<file path="config.mk">
export PLATFORM = sky130hd
export DESIGN_NAME = dmawin_decoder
export DESIGN_NICKNAME = d
export VERILOG_FILES = /design/src/rtl/dmawin_pkg.sv /design/src/rtl/dmawin_regs.sv /design/src/rtl/dmawin_match.sv /design/src/rtl/dmawin_prio.sv /design/src/rtl/dmawin_decoder.sv
export SDC_FILE = /design/constraint.sdc
export NUM_CORES = 1
export LEC_CHECK = 0
export ABC_AREA = 1
export CORE_ASPECT_RATIO = 1.25
export CORE_MARGIN = 10
export CORE_UTILIZATION = 51
export CTS_CLUSTER_SIZE = 30
export DETAILED_ROUTE_END_ITERATION = 10
export GPL_TIMING_DRIVEN = 0
export HOLD_SLACK_MARGIN = 0.02
export MAX_ROUTING_LAYER = met4
export PLACE_DENSITY = 0.87
export SLEW_MARGIN = 10
export SYNTH_ARGS = -nofsm -noshare
export SYNTH_HDL_FRONTEND = slang
export SYNTH_SLANG_ARGS = --single-unit
export TNS_END_PERCENT = 1
</file>
<file path="constraint.sdc">
create_clock -name clk -period 4.2 [get_ports clk]
set_input_delay 1.05 -clock clk [delete_from_list [all_inputs] [get_ports clk]]
set_output_delay 1.05 -clock clk [all_outputs]
set_load 0.1 [all_outputs]
</file>
<file path="src/rtl/dmawin_pkg.sv">
package dmawin_pkg;
  localparam int ADDR_W   = 32;  // address and register width
  localparam int BASE_LSB = 20;  // 1 MB base granularity
  localparam int CODE_W   = 4;   // size code width
  localparam int CODE_MAX = 11;  // largest code that enables a window
  localparam int CFG_AW   = 8;   // register offset width
  localparam int NUM_WIN  = 3;   // number of windows
endpackage

</file>
<file path="src/rtl/dmawin_regs.sv">
module dmawin_regs #(
  parameter int ADDR_W   = dmawin_pkg::ADDR_W,
  parameter int BASE_LSB = dmawin_pkg::BASE_LSB,
  parameter int CODE_W   = dmawin_pkg::CODE_W,
  parameter int CFG_AW   = dmawin_pkg::CFG_AW,
  parameter int NUM_WIN  = dmawin_pkg::NUM_WIN,
  parameter int REG_BASE = 'h50
) (
  input  logic                     clk,
  input  logic                     rst_n,
  input  logic                     cfg_we,
  input  logic [CFG_AW-1:0]        cfg_addr,
  input  logic [ADDR_W-1:0]        cfg_wdata,
  output logic [ADDR_W-1:0]        cfg_rdata,
  output logic [ADDR_W-CODE_LSB_P(BASE_LSB,CODE_W)-1:0] fld [NUM_WIN]
);
  function automatic int CODE_LSB_P(input int b, input int c);
    return b - c;
  endfunction

  localparam int CODE_LSB = BASE_LSB - CODE_W;
  localparam int FLD_W    = ADDR_W - CODE_LSB;

  logic [NUM_WIN-1:0] sel;
  logic [FLD_W-1:0]   store_q [NUM_WIN];
  logic               unused_low;

  assign unused_low = ^cfg_wdata[CODE_LSB-1:0];

  for (genvar i = 0; i < NUM_WIN; i++) begin : g_win
    localparam logic [CFG_AW-1:0] OFS = CFG_AW'(REG_BASE + 4 * i);
    assign sel[i] = (cfg_addr == OFS);

    always_ff @(posedge clk) begin
      if (!rst_n)                store_q[i] <= '0;
      else if (cfg_we && sel[i]) store_q[i] <= cfg_wdata[ADDR_W-1:CODE_LSB];
    end
    assign fld[i] = store_q[i];
  end

  always_comb begin
    cfg_rdata = '0;
    for (int i = 0; i < NUM_WIN; i++)
      if (sel[i]) cfg_rdata = {store_q[i], {CODE_LSB{1'b0}}};
  end

  AST_STRAY_WRITE_KEEPS: assert property (@(posedge clk) disable iff (!rst_n)
    (cfg_we && sel == '0) |=> (fld[0] == $past(fld[0])));
  AST_RESET_CLEARS: assert property (@(posedge clk)
    $rose(rst_n) |-> (fld[0] == '0));
endmodule

</file>
<file path="src/rtl/dmawin_match.sv">
module dmawin_match #(
  parameter int ADDR_W   = dmawin_pkg::ADDR_W,
  parameter int BASE_LSB = dmawin_pkg::BASE_LSB,
  parameter int CODE_W   = dmawin_pkg::CODE_W,
  parameter int CODE_MAX = dmawin_pkg::CODE_MAX
) (
  input  logic [ADDR_W-1:0]                   addr,
  input  logic [ADDR_W-BASE_LSB+CODE_W-1:0]   fld,
  output logic                                hit,
  output logic [ADDR_W-1:0]                   offset
);
  localparam int BASE_W = ADDR_W - BASE_LSB;

  logic [CODE_W-1:0] code;
  logic [ADDR_W-1:0] base;
  logic [ADDR_W:0]   span;
  logic [ADDR_W:0]   limit;
  logic              enabled;

  assign code    = fld[CODE_W-1:0];
  assign base    = {fld[CODE_W +: BASE_W], {BASE_LSB{1'b0}}};
  assign enabled = (int'(code) <= CODE_MAX);
  assign span    = enabled ? ({{ADDR_W{1'b0}}, 1'b1} << (int'(code) + BASE_LSB)) : '0;
  assign limit   = {1'b0, base} + span;
  assign hit     = enabled && (addr >= base) && ({1'b0, addr} < limit);
  assign offset  = addr - base;

  always_comb begin
    if (hit) AST_OFFSET_IN_SPAN: assert ({1'b0, offset} < span);
  end
endmodule

</file>
<file path="src/rtl/dmawin_prio.sv">
module dmawin_prio #(
  parameter int ADDR_W  = dmawin_pkg::ADDR_W,
  parameter int NUM_WIN = dmawin_pkg::NUM_WIN,
  localparam int IDX_W  = (NUM_WIN > 1) ? $clog2(NUM_WIN) : 1
) (
  input  logic [NUM_WIN-1:0] hit_vec,
  input  logic [ADDR_W-1:0]  offs [NUM_WIN],
  input  logic [ADDR_W-1:0]  addr,
  output logic               hit,
  output logic [IDX_W-1:0]   win,
  output logic [ADDR_W-1:0]  taddr
);
  always_comb begin
    hit   = 1'b0;
    win   = '0;
    taddr = addr;
    for (int i = NUM_WIN - 1; i >= 0; i--) begin
      if (hit_vec[i]) begin
        hit   = 1'b1;
        win   = IDX_W'(i);
        taddr = offs[i];
      end
    end
  end

  always_comb begin
    if (hit) begin
      AST_WINNER_HITS: assert (hit_vec[win]);
      AST_NONE_LOWER: assert ((hit_vec & ((NUM_WIN'(1) << win) - NUM_WIN'(1))) == '0);
    end
  end
endmodule

</file>
<file path="src/rtl/dmawin_decoder.sv">
module dmawin_decoder #(
  parameter int ADDR_W   = dmawin_pkg::ADDR_W,
  parameter int BASE_LSB = dmawin_pkg::BASE_LSB,
  parameter int CODE_W   = dmawin_pkg::CODE_W,
  parameter int CODE_MAX = dmawin_pkg::CODE_MAX,
  parameter int CFG_AW   = dmawin_pkg::CFG_AW,
  parameter int NUM_WIN  = dmawin_pkg::NUM_WIN,
  parameter int REG_BASE = 'h50,
  localparam int IDX_W   = (NUM_WIN > 1) ? $clog2(NUM_WIN) : 1
) (
  input  logic              clk,
  input  logic              rst_n,
  input  logic              cfg_we,
  input  logic [CFG_AW-1:0] cfg_addr,
  input  logic [ADDR_W-1:0] cfg_wdata,
  output logic [ADDR_W-1:0] cfg_rdata,
  input  logic              in_valid,
  output logic              in_ready,
  input  logic [ADDR_W-1:0] in_addr,
  output logic              out_valid,
  input  logic              out_ready,
  output logic              out_hit,
  output logic [IDX_W-1:0]  out_win,
  output logic [ADDR_W-1:0] out_addr
);
  localparam int FLD_W = ADDR_W - BASE_LSB + CODE_W;

  logic [FLD_W-1:0]   fld [NUM_WIN];
  logic [NUM_WIN-1:0] hit_vec;
  logic [ADDR_W-1:0]  offs [NUM_WIN];
  logic               d_hit;
  logic [IDX_W-1:0]   d_win;
  logic [ADDR_W-1:0]  d_addr;
  logic               take;

  dmawin_regs #(
    .ADDR_W(ADDR_W), .BASE_LSB(BASE_LSB), .CODE_W(CODE_W),
    .CFG_AW(CFG_AW), .NUM_WIN(NUM_WIN), .REG_BASE(REG_BASE)
  ) regs_i (
    .clk(clk), .rst_n(rst_n), .cfg_we(cfg_we), .cfg_addr(cfg_addr),
    .cfg_wdata(cfg_wdata), .cfg_rdata(cfg_rdata), .fld(fld)
  );

  for (genvar i = 0; i < NUM_WIN; i++) begin : g_match
    dmawin_match #(
      .ADDR_W(ADDR_W), .BASE_LSB(BASE_LSB), .CODE_W(CODE_W), .CODE_MAX(CODE_MAX)
    ) match_i (
      .addr(in_addr), .fld(fld[i]), .hit(hit_vec[i]), .offset(offs[i])
    );
  end

  dmawin_prio #(.ADDR_W(ADDR_W), .NUM_WIN(NUM_WIN)) prio_i (
    .hit_vec(hit_vec), .offs(offs), .addr(in_addr),
    .hit(d_hit), .win(d_win), .taddr(d_addr)
  );

  assign in_ready = !out_valid || out_ready;
  assign take     = in_valid && in_ready;

  always_ff @(posedge clk) begin
    if (!rst_n) begin
      out_valid <= 1'b0;
      out_hit   <= 1'b0;
      out_win   <= '0;
      out_addr  <= '0;
    end else if (take) begin
      out_valid <= 1'b1;
      out_hit   <= d_hit;
      out_win   <= d_win;
      out_addr  <= d_addr;
    end else if (out_ready) begin
      out_valid <= 1'b0;
    end
  end

  AST_STALL_HOLDS: assert property (@(posedge clk) disable iff (!rst_n)
    (out_valid && !out_ready) |=> (out_valid && $stable(out_hit) && $stable(out_win) && $stable(out_addr)));
  AST_ACCEPT_SHOWS: assert property (@(posedge clk) disable iff (!rst_n)
    (in_valid && in_ready) |=> out_valid);
  AST_MISS_INDEX_ZERO: assert property (@(posedge clk) disable iff (!rst_n)
    (out_valid && !out_hit) |-> (out_win == '0));
  AST_INDEX_RANGE: assert property (@(posedge clk) disable iff (!rst_n)
    out_valid |-> (int'(out_win) < NUM_WIN));
endmodule

</file>
==> impl_metrics.env, run 1 <==
export IMPL_synth_ff_type="edfxtp_1"
export IMPL_hpwlAfterDp_mm=25.8
export IMPL_critPathArrivalTime_ns=4.56
export IMPL_overflow=0
export IMPL_final_common_cell="nand2_1"
export IMPL_crit_type="reg2reg"
export IMPL_fillerInstances=1579
export IMPL_gp_congestion=1.01
export IMPL_wl_met1_mm=13.2
export IMPL_grt_pass1_wl_mm=48.9
export IMPL_drcViolationCount=0
export IMPL_fin_crit_ns=4.34
export IMPL_cts_tree="built"
export IMPL_p_per_area_nw_per_um2=263
export IMPL_cp_max_fo=7
export IMPL_critPathRequiredTime_ns=4.43
export IMPL_track_usage_pct=25.1
export IMPL_ant_nets=0
export IMPL_setup_violations=9
export IMPL_status="finished with violations"
export IMPL_rrSetupSlack_ns=-0.14
export IMPL_vias_per_cell=5.55
export IMPL_synth_distinct_cells=45
export IMPL_finalWirelength_mm=32.6
export IMPL_r2r_end="out_addr[20]"
export IMPL_final_area_sq_um=12600
export IMPL_ys_seq_area_share_pct=22.1
export IMPL_drt_initial_drc_count=956
export IMPL_synth_edf_count=48
export IMPL_netlist_area_sq_um=9770
export IMPL_portBuffers=113
export IMPL_end_kind="flop"
export IMPL_clk_pin_slew_worst_paths_ns=0.07
export IMPL_ys_ff_latch=84
export IMPL_reg2reg_depth=27
export IMPL_ios=146
export IMPL_cap_violations=0
export IMPL_die_x_microns=144
export IMPL_avgSynthCellArea_sq_um=7.04
export IMPL_clockBufferDepth=2
export IMPL_fmax_mhz=231
export IMPL_startpoint="regs_i.store_q[0][2]"
export IMPL_drive_above_1_share_pct=12.7
export IMPL_r2r_start="regs_i.store_q[0][2]"
export IMPL_fp_dieH_microns=175
export IMPL_die_area_sq_um=25100
export IMPL_power_total_mw=3.30
export IMPL_wl_per_cell_microns=17.6
export IMPL_hold_viol=0
export IMPL_syn2layout_area_growth_pct=28.7
export IMPL_start_util_pct=52.0
export IMPL_rows=56
export IMPL_routed_via_count=10275
export IMPL_finalMaxSlewViolations=0
export IMPL_cp_start_kind="flop"
export IMPL_rsz0062_at_grt="true"
export IMPL_ir_drop_v=0.000185
export IMPL_mostFrequentLayoutCells="nand2_1, nor2_1, inv_1"
export IMPL_highest_layer="met4"
export IMPL_cts_inserted_buffers=9
export IMPL_grt_max_degree=16
export IMPL_grt_pass1_vias=9658
export IMPL_yosys_warnings=0
export IMPL_layout_setup_ws_ns=-0.135
export IMPL_antenna_found_initial=0
export IMPL_clock_sinks=84
export IMPL_num_antenna_cells=0
export IMPL_core_sq_um=18800
export IMPL_tightest_slew_ns=0.989
export IMPL_dr_pass1_iters=5
export IMPL_clk_latency_ns=0.35
export IMPL_violations="setup timing"
export IMPL_met2WireLength_mm=15.6
export IMPL_skew_ns=0.0106
export IMPL_post_route_period_util_pct=103
export IMPL_leakage_nw=6.14
export IMPL_nets=1868
export IMPL_cts_root_buf="clkbuf_16"
export IMPL_met3_length_mm=2.44
export IMPL_slew_limit_headroom_pct=33.8
export IMPL_synthArstFlopShare_pct=0
export IMPL_placed_cell_area_sq_um=11400
export IMPL_crit_end="out_addr[20]"
export IMPL_cts_hold_buffers_added=0
export IMPL_htreeDepth=3
export IMPL_synth_cells=1387
export IMPL_hp_class="reg2reg"
## cell families after synthesis
group | synth area share (%)
AND/OR/NAND/NOR | 27.3
buffers and inverters | 9.55
AO/OA/AOI/OAI | 12.8
adder cells (fa/ha/maj) | 23.0
flip-flops | 22.1
XOR/XNOR | 5.11
other | 0.0769
## power breakdown
| group | leakage (nW) | internal [mW] | switching (mW) |
|---|---|---|---|
| Clock | 0.138 | 0.465 | 0.378 |
| Sequential | 0.754 | 0.925 | 0.0521 |
| Combinational | 5.24 | 0.501 | 0.979 |
| Total | 6.14 | 1.89 | 1.41 |
## repair_timing
| item | CTS | global route |
|---|---|---|
| buffers inserted | 4 | 38 |
| gates cloned | 0 | 1 |
| endpoints found under the hold margin | 0 | 0 |
| resized for setup | 134 | 87 |
| endpoints found under the setup margin | 31 | 31 |
| pin swaps | 1 | 45 |
## final cells by class
| cell class | instances | area [sq um] | area share, % |
|---|---|---|---|
| Clock buffer | 9 | 225 | 1.79 |
| Multi-Input combinational cell | 1135 | 7360 | 58.6 |
| Tap cell | 232 | 290 | 2.31 |
| Sequential cell | 84 | 2160 | 17.2 |
| Buffer | 40 | 248 | 1.97 |
| Timing Repair Buffer | 159 | 1500 | 11.9 |
| Clock inverter | 7 | 75.1 | 0.597 |
| Inverter | 186 | 706 | 5.62 |
## through the flow
stage	std cells	hold slack [ns]	setup slack, ns	utilization [%]	setup TNS (ns)
after floorplan	1446	0.788	-0.593	-	-5.34
after global placement	1791	0.454	-1.12	60.8	-41.59
after detailed placement	1794	0.458	-1.16	60.9	-24.10
after CTS	1814	0.469	-0.0803	63.3	-0.303
after global routing	1852	0.492	-0.286	66.9	-3.18
final	1852	0.467	-0.135	66.9	-0.626
## critical path: stages (launching register included)
cell,delay (ns)
edfxtp_1,0.41
buf_6,0.15
clkinvlp_4,0.19
buf_6,0.19
nor4_4,0.23
ha_1,0.31
nand2_1,0.12
nor3_1,0.06
nand2_1,0.06
o211ai_1,0.10
a21o_1,0.18
a21oi_2,0.18
o21ai_1,0.09
a21oi_1,0.19
xor2_1,0.22
ha_1,0.29
inv_2,0.08
nor3_4,0.05
nand2_1,0.07
nand3_1,0.06
nor2_1,0.08
nand4_1,0.25
buf_2,0.24
buf_4,0.13
nor2_1,0.08
nor2_1,0.05
nand2_1,0.09
a21oi_1,0.06
## flip-flops by register name, summed over array words and instances, names as in the netlist
signal          flops
regs_i.store_q     48
out_addr           32
out_win             2
out_hit             1
out_valid           1
## synthesized netlist by cell type (2+ instances only)
| library cell | number | area share, % |
|---|---|---|
| nor3_1 | 21 | 1.1 |
| or2_2 | 5 | 0.32 |
| xor2_1 | 38 | 3.4 |
| nand3_2 | 2 | 0.21 |
| edfxtp_1 | 48 | 15 |
| buf_4 | 18 | 1.4 |
| nor4_1 | 19 | 1.2 |
| o311ai_0 | 2 | 0.18 |
| a21oi_1 | 113 | 5.8 |
| inv_2 | 7 | 0.27 |
| nand3_1 | 63 | 3.2 |
| nor3_2 | 3 | 0.31 |
| o221ai_1 | 14 | 1.3 |
| o21bai_1 | 4 | 0.31 |
| nor2_1 | 201 | 7.7 |
| nand3b_1 | 7 | 0.54 |
| xnor2_1 | 19 | 1.7 |
| a211oi_1 | 4 | 0.31 |
| fa_1 | 6 | 1.2 |
| ha_1 | 170 | 22 |
| conb_1 | 2 | 0.077 |
| buf_2 | 4 | 0.21 |
| nand2_1 | 261 | 10 |
| nand4_1 | 32 | 2.0 |
| o21a_1 | 2 | 0.15 |
| a21o_1 | 10 | 0.77 |
| dfxtp_1 | 36 | 7.4 |
| o21ai_2 | 3 | 0.27 |
| nand2_2 | 2 | 0.13 |
| o21ai_0 | 54 | 2.8 |
| inv_1 | 179 | 6.9 |
| clkbuf_1 | 18 | 0.69 |
| a31oi_1 | 5 | 0.32 |
| a221o_1 | 2 | 0.21 |
| a21boi_0 | 3 | 0.23 |
## how the worst min path moves through the flow
| stage | start | end | slack [ns] | cells past startpoint |
|---|---|---|---|---|
| 2_1_floorplan | regs_i.store_q[1][4] | out_addr[20] | 0.79 | 5 |
| 3_3_place_gp | out_addr[26] | out_addr[26] | 0.45 | 2 |
| 3_5_place_dp | out_addr[21] | out_addr[21] | 0.46 | 2 |
| 4_1_cts | out_addr[21] | out_addr[21] | 0.47 | 2 |
| 5_1_grt | out_addr[26] | out_addr[26] | 0.49 | 2 |
| 6_report | out_win[1] | out_win[1] | 0.47 | 2 |
## per-layer routing
layer / GRT usage (%) / up-vias
li1: - / 5051
met5: - / -
met1: 30.5 / 4658
met4: 8.78 / 0
met2: 41.7 / 471
met3: 3.42 / 95
Power figures use the tool's default switching activity.
==> run 2: changes to the inputs <==
Settings changed: CORE_MARGIN 10 to 2, SKIP_LAST_GASP set to 1.
==> impl_metrics.env, run 2 (synthesis results as in run 1) <==
export IMPL_status="finished with violations"
export IMPL_violations="setup timing"
export IMPL_die_x_microns=128
export IMPL_grt_pass1_wl_mm=46.5
export IMPL_finalMaxSlewViolations=0
export IMPL_leakage_nw=6.15
export IMPL_hpwlAfterDp_mm=24.9
export IMPL_mostFrequentLayoutCells="nand2_1, nor2_1, inv_1"
export IMPL_nets=1874
export IMPL_clk_latency_ns=0.35
export IMPL_critPathArrivalTime_ns=4.66
export IMPL_fillerInstances=1610
export IMPL_drive_above_1_share_pct=12.8
export IMPL_slowest_stage="edfxtp_1"
export IMPL_crit_type="reg2reg"
export IMPL_cts_inserted_buffers=9
export IMPL_rows=56
export IMPL_gp_congestion=0.967
export IMPL_htreeDepth=3
export IMPL_tightest_slew_ns=0.999
export IMPL_core_sq_um=18800
export IMPL_hold_viol=0
export IMPL_die_area_sq_um=20300
export IMPL_overflow=0
export IMPL_crit_family="simple AND/OR/NAND/NOR gates"
export IMPL_setup_violations=25
export IMPL_fmax_mhz=226
export IMPL_cap_violations=0
export IMPL_largest_reg_flops=48
export IMPL_finalWirelength_mm=31.9
export IMPL_ir_drop_v=0.000215
export IMPL_skew_ns=0.00730
export IMPL_start_util_pct=52.0
export IMPL_crit_buf_inv=5
export IMPL_p_per_area_nw_per_um2=257
export IMPL_syn2layout_area_growth_pct=28.5
export IMPL_grt_pass1_vias=9300
export IMPL_reg_top3="regs_i.store_q (48), out_addr (32), out_win (2)"
export IMPL_vias_per_cell=5.50
export IMPL_num_antenna_cells=0
export IMPL_hp_class="reg2reg"
export IMPL_grt_max_degree=16
export IMPL_slew_limit_headroom_pct=33.2
export IMPL_ios=146
export IMPL_drcViolationCount=0
export IMPL_place_ws_ns=-1.14
export IMPL_portBuffers=113
export IMPL_ant_nets=0
export IMPL_cp_slowest_stage_delay_ns=0.43
export IMPL_end_kind="flop"
export IMPL_fin_crit_ns=4.42
export IMPL_clock_sinks=84
export IMPL_wl_per_cell_microns=17.2
export IMPL_dr_pass1_iters=6
export IMPL_final_common_cell="nand2_1"
export IMPL_crit_path_cell_trace="buf_6, clkinvlp_4, nor4_2, ha_1, inv_2, nor3_1, nand2_1, o211ai_1, a21o_1, a21oi_2, o21ai_2, a21oi_2, xor2_1, ha_1, inv_2, nor3_4, nand2_1, nand3_1, nor2_1, nand4_1, buf_6, or2_4, nor2_4, nor2_1"
export IMPL_clk_pin_slew_worst_paths_ns=0.06
export IMPL_cp_max_fo=7
export IMPL_post_route_period_util_pct=105
export IMPL_layout_setup_ws_ns=-0.217
export IMPL_rsz0062_at_grt="true"
export IMPL_clockBufferDepth=2
export IMPL_cts_root_buf="clkbuf_16"
export IMPL_dp_cells=1794
export IMPL_drt_initial_drc_count=806
export IMPL_antenna_found_initial=0
export IMPL_cts_hold_buffers_added=0
export IMPL_cts_tree="built"
export IMPL_fp_dieH_microns=159
export IMPL_routed_via_count=10227
export IMPL_regMostFlops="regs_i.store_q"
export IMPL_critPathRequiredTime_ns=4.45
export IMPL_cp_start_kind="flop"
export IMPL_final_cells=1858
export IMPL_power_total_mw=3.22
export IMPL_track_usage_pct=30.0
-- run 2: changes by cell type in the layout (fill, tap and decap cells not counted), sizes merged --
cell	change
clkinv	+2
clkbuf	+1
bufinv	-1
inv	-1
buf	+5
-- run 2: worst paths after layout --
kind | slack [ns] | start | end | cells past startpoint
max reg2reg | -0.22 | regs_i.store_q[0][2] | out_addr[24] | 24
min | 0.47 | out_win[0] | out_win[0] | 2
min reg2reg | 0.47 | out_win[0] | out_win[0] | 2
max | -0.22 | regs_i.store_q[0][2] | out_addr[24] | 24
-- run 2: worst reg2reg max path, stage by stage, from the launching register on --
cell and delay (ns):
edfxtp_1 0.43, buf_6 0.16, clkinvlp_4 0.22, nor4_2 0.43, ha_1 0.35, inv_2 0.09
nor3_1 0.05, nand2_1 0.06, o211ai_1 0.12, a21o_1 0.21, a21oi_2 0.21, o21ai_2 0.10
a21oi_2 0.15, xor2_1 0.21, ha_1 0.29, inv_2 0.08, nor3_4 0.05, nand2_1 0.07
nand3_1 0.06, nor2_1 0.13, nand4_1 0.23, buf_6 0.22, or2_4 0.25, nor2_4 0.10
nor2_1 0.04
-- run 2: per-stage QoR --
step,setup TNS [ns],hold slack [ns],area (sq um),utilization (%)
6_report,-2.52,0.470,12500,66.8
5_1_grt,-7.87,0.487,12500,66.8
4_1_cts,-1.65,0.473,11800,62.8
3_5_place_dp,-23.98,0.463,11400,60.9
3_3_place_gp,-40.45,0.452,11400,60.8
2_1_floorplan,-5.34,0.788,9990,-
-- run 2: metal layers --
| metal | part of all wire (%) | GRT usage (%) |
|---|---|---|
| met2 | 47 | 47.5 |
| met5 | 0 | - |
| met3 | 6.6 | 3.98 |
| met1 | 40 | 36.5 |
| met4 | 6.7 | 17.2 |
-- run 2: cell type report --
| cell class | count | area (sq um) | share of cell area [%] |
|---|---|---|---|
| clock buffers | 9 | 225 | 1.79 |
| multi-input cells | 1135 | 7350 | 58.6 |
| inverters | 186 | 711 | 5.66 |
| clock inverters | 7 | 51.3 | 0.409 |
| flip-flops and latches | 84 | 2160 | 17.2 |
| well taps | 232 | 290 | 2.31 |
| plain buffers | 40 | 246 | 1.96 |
| repair buffers | 165 | 1510 | 12.0 |
-- run 2: timing repair --
| action | in CTS | in global routing |
|---|---|---|
| endpoints found under the hold margin | 0 | 0 |
| pin swaps | 2 | 47 |
| gates resized for setup | 112 | 97 |
| setup buffers | 6 | 42 |
| cloned | 0 | 1 |
| setup endpoints to repair | 31 | 31 |
-- run 2: report_power, final --
| group | leakage [nW] | total (mW) | internal (mW) | switching, mW |
|---|---|---|---|---|
| Clock | 0.128 | 0.759 | 0.402 | 0.357 |
| Sequential | 0.754 | 0.979 | 0.926 | 0.0531 |
| Combinational | 5.27 | 1.48 | 0.504 | 0.979 |
==> run 3: changes to the inputs <==
Settings changed: CAP_MARGIN set to 10.
==> impl_metrics.env, run 3 (synthesis results as in run 1) <==
export IMPL_reg_top3="regs_i.store_q (48), out_addr (32), out_win (2)"
export IMPL_cts_hold_buffers_added=0
export IMPL_crit_type="in2out"
export IMPL_finalMaxSlewViolations=0
export IMPL_overflow=0
export IMPL_crit_end="cfg_rdata[22]"
export IMPL_hold_viol=0
export IMPL_p_int_mw=1.83
export IMPL_mostFrequentLayoutCells="nand2_1, nor2_1, inv_1"
export IMPL_critPathArrivalTime_ns=3.18
export IMPL_fmax_mhz=236
export IMPL_cp_max_fo=10
export IMPL_gp_congestion=0.967
export IMPL_portBuffers=113
export IMPL_clock_sinks=84
export IMPL_ios=146
export IMPL_die_area_sq_um=20300
export IMPL_cts_root_buf="clkbuf_16"
export IMPL_routed_via_count=10201
export IMPL_p_per_area_nw_per_um2=257
export IMPL_register_area_sq_um=2160
export IMPL_grt_pass1_vias=9213
export IMPL_seqPwrFrac_pct=30.3
export IMPL_multi_input_comb_area_sq_um=7350
export IMPL_core_sq_um=18800
export IMPL_ir_drop_v=0.000203
export IMPL_cts_tree="built"
export IMPL_drive_above_1_share_pct=12.8
export IMPL_final_common_cell="nand2_1"
export IMPL_hp_class="reg2reg"
export IMPL_p_switching_mw=1.39
export IMPL_violations="setup timing"
export IMPL_place_ws_ns=-1.14
export IMPL_cap_violations=0
export IMPL_clk_latency_ns=0.36
export IMPL_wl_per_cell_microns=17.0
export IMPL_rsz0062_at_grt="true"
export IMPL_r2r_end="out_addr[30]"
export IMPL_regMostFlops="regs_i.store_q"
export IMPL_vias_per_cell=5.51
export IMPL_drcViolationCount=0
export IMPL_ant_nets=0
export IMPL_finalWirelength_mm=31.6
export IMPL_largest_reg_flops=48
export IMPL_leakage_nw=6.15
export IMPL_fillerInstances=1586
export IMPL_dr_pass1_iters=6
export IMPL_utilization_pct=66.6
export IMPL_clk_pin_slew_worst_paths_ns=0.06
export IMPL_die_x_microns=128
export IMPL_syn2layout_area_growth_pct=28.1
export IMPL_fp_dieH_microns=159
export IMPL_cts_inserted_buffers=9
export IMPL_grt_max_degree=16
export IMPL_rrSetupSlack_ns=-0.01
export IMPL_startpoint="cfg_addr[0]"
export IMPL_end_kind="primary output"
export IMPL_skew_ns=0.0101
export IMPL_critPathRequiredTime_ns=3.15
export IMPL_power_total_mw=3.22
export IMPL_rows=56
export IMPL_grt_pass1_wl_mm=46.0
export IMPL_htreeDepth=3
export IMPL_p_comb_share_pct=46.0
export IMPL_reg2reg_depth=25
export IMPL_post_route_period_util_pct=101
export IMPL_layout_setup_ws_ns=-0.0286
export IMPL_power_frac_clock_pct=23.7
export IMPL_start_util_pct=52.0
export IMPL_slew_limit_headroom_pct=33.9
export IMPL_num_antenna_cells=0
export IMPL_track_usage_pct=29.8
export IMPL_switching_share_pct=43.2
export IMPL_cp_start_kind="input pin"
export IMPL_nets=1869
export IMPL_fin_crit_ns=4.23
export IMPL_antenna_found_initial=0
export IMPL_setup_violations=7
export IMPL_hpwlAfterDp_mm=24.9
export IMPL_drt_initial_drc_count=825
export IMPL_r2r_start="regs_i.store_q[0][3]"
export IMPL_tightest_slew_ns=0.989
export IMPL_status="finished with violations"
export IMPL_clockBufferDepth=2
==> run 3: cell types whose count changed in the layout (fill, tap and decap cells not counted), sizes merged <==
| cell | delta |
|---|---|
| buf | -6 |
| clkbuf | +1 |
| clkinvlp | -1 |
| inv | +1 |
==> run 3: stage by stage <==
stage               hold WS (ns)  TNS [ns]  instance area, sq um  std cells
finish                     0.466    -0.128                 12500       1853
global placement           0.452    -40.45                 11400       1791
CTS                        0.468     -2.70                 11700       1813
floorplan                  0.788     -5.34                  9990       1446
detailed placement         0.458    -23.65                 11400       1794
global route               0.480     -3.79                 12500       1853
==> run 3: metal layers <==
metal,GRT usage [%],vias to the layer above,share of wire (%)
met3,4.14,96,6.7
met1,36.3,4619,40
li1,-,5050,-
met4,16.7,0,5.7
met5,-,-,0
met2,47.1,436,47
==> run 3: critical path, cell delays in order <==
cell and delay (ns):
clkdlybuf4s50_1 0.40, or2_2 0.35, nor4_4 0.33, inv_1 0.16
clkbuf_1 0.23, o221ai_1 0.14, o21ai_0 0.16, inv_1 0.08
buf_4 0.28
==> run 3: worst min-delay path by stage <==
stage | cells past startpoint | slack, ns | startpoint | to
finish | 2 | 0.47 | out_win[1] | out_win[1]
floorplan | 5 | 0.79 | regs_i.store_q[1][4] | out_addr[20]
global placement | 2 | 0.45 | out_addr[25] | out_addr[25]
global route | 2 | 0.48 | out_addr[21] | out_addr[21]
CTS | 2 | 0.47 | out_addr[20] | out_addr[20]
detailed placement | 2 | 0.46 | out_addr[20] | out_addr[20]
==> run 3: what timing repair did <==
action                                  in CTS  in global routing
gates resized for setup                    105                110
pin swaps                                    1                 51
cloned                                       0                  2
buffers inserted                             3                 39
endpoints found under the setup margin      31                 31
==> run 3: power groups by stage <==
stage	clock network, mW	registers [mW]	logic, mW
global route	0.795	0.982	1.61
floorplan	0	1.21	0.759
detailed placement	0	0.990	1.35
CTS	0.763	0.971	1.36
global placement	0	0.990	1.32
finish	0.762	0.977	1.48
==> run 3: final cells by class <==
| type | instances | share of cell area [%] |
|---|---|---|
| plain buffers | 40 | 2.00 |
| clock buffers | 9 | 1.80 |
| clock inverters | 7 | 0.410 |
| inverters | 186 | 5.63 |
| multi-input cells | 1135 | 58.7 |
| flip-flops and latches | 84 | 17.3 |
| well taps | 232 | 2.32 |
| repair buffers | 160 | 11.8 |
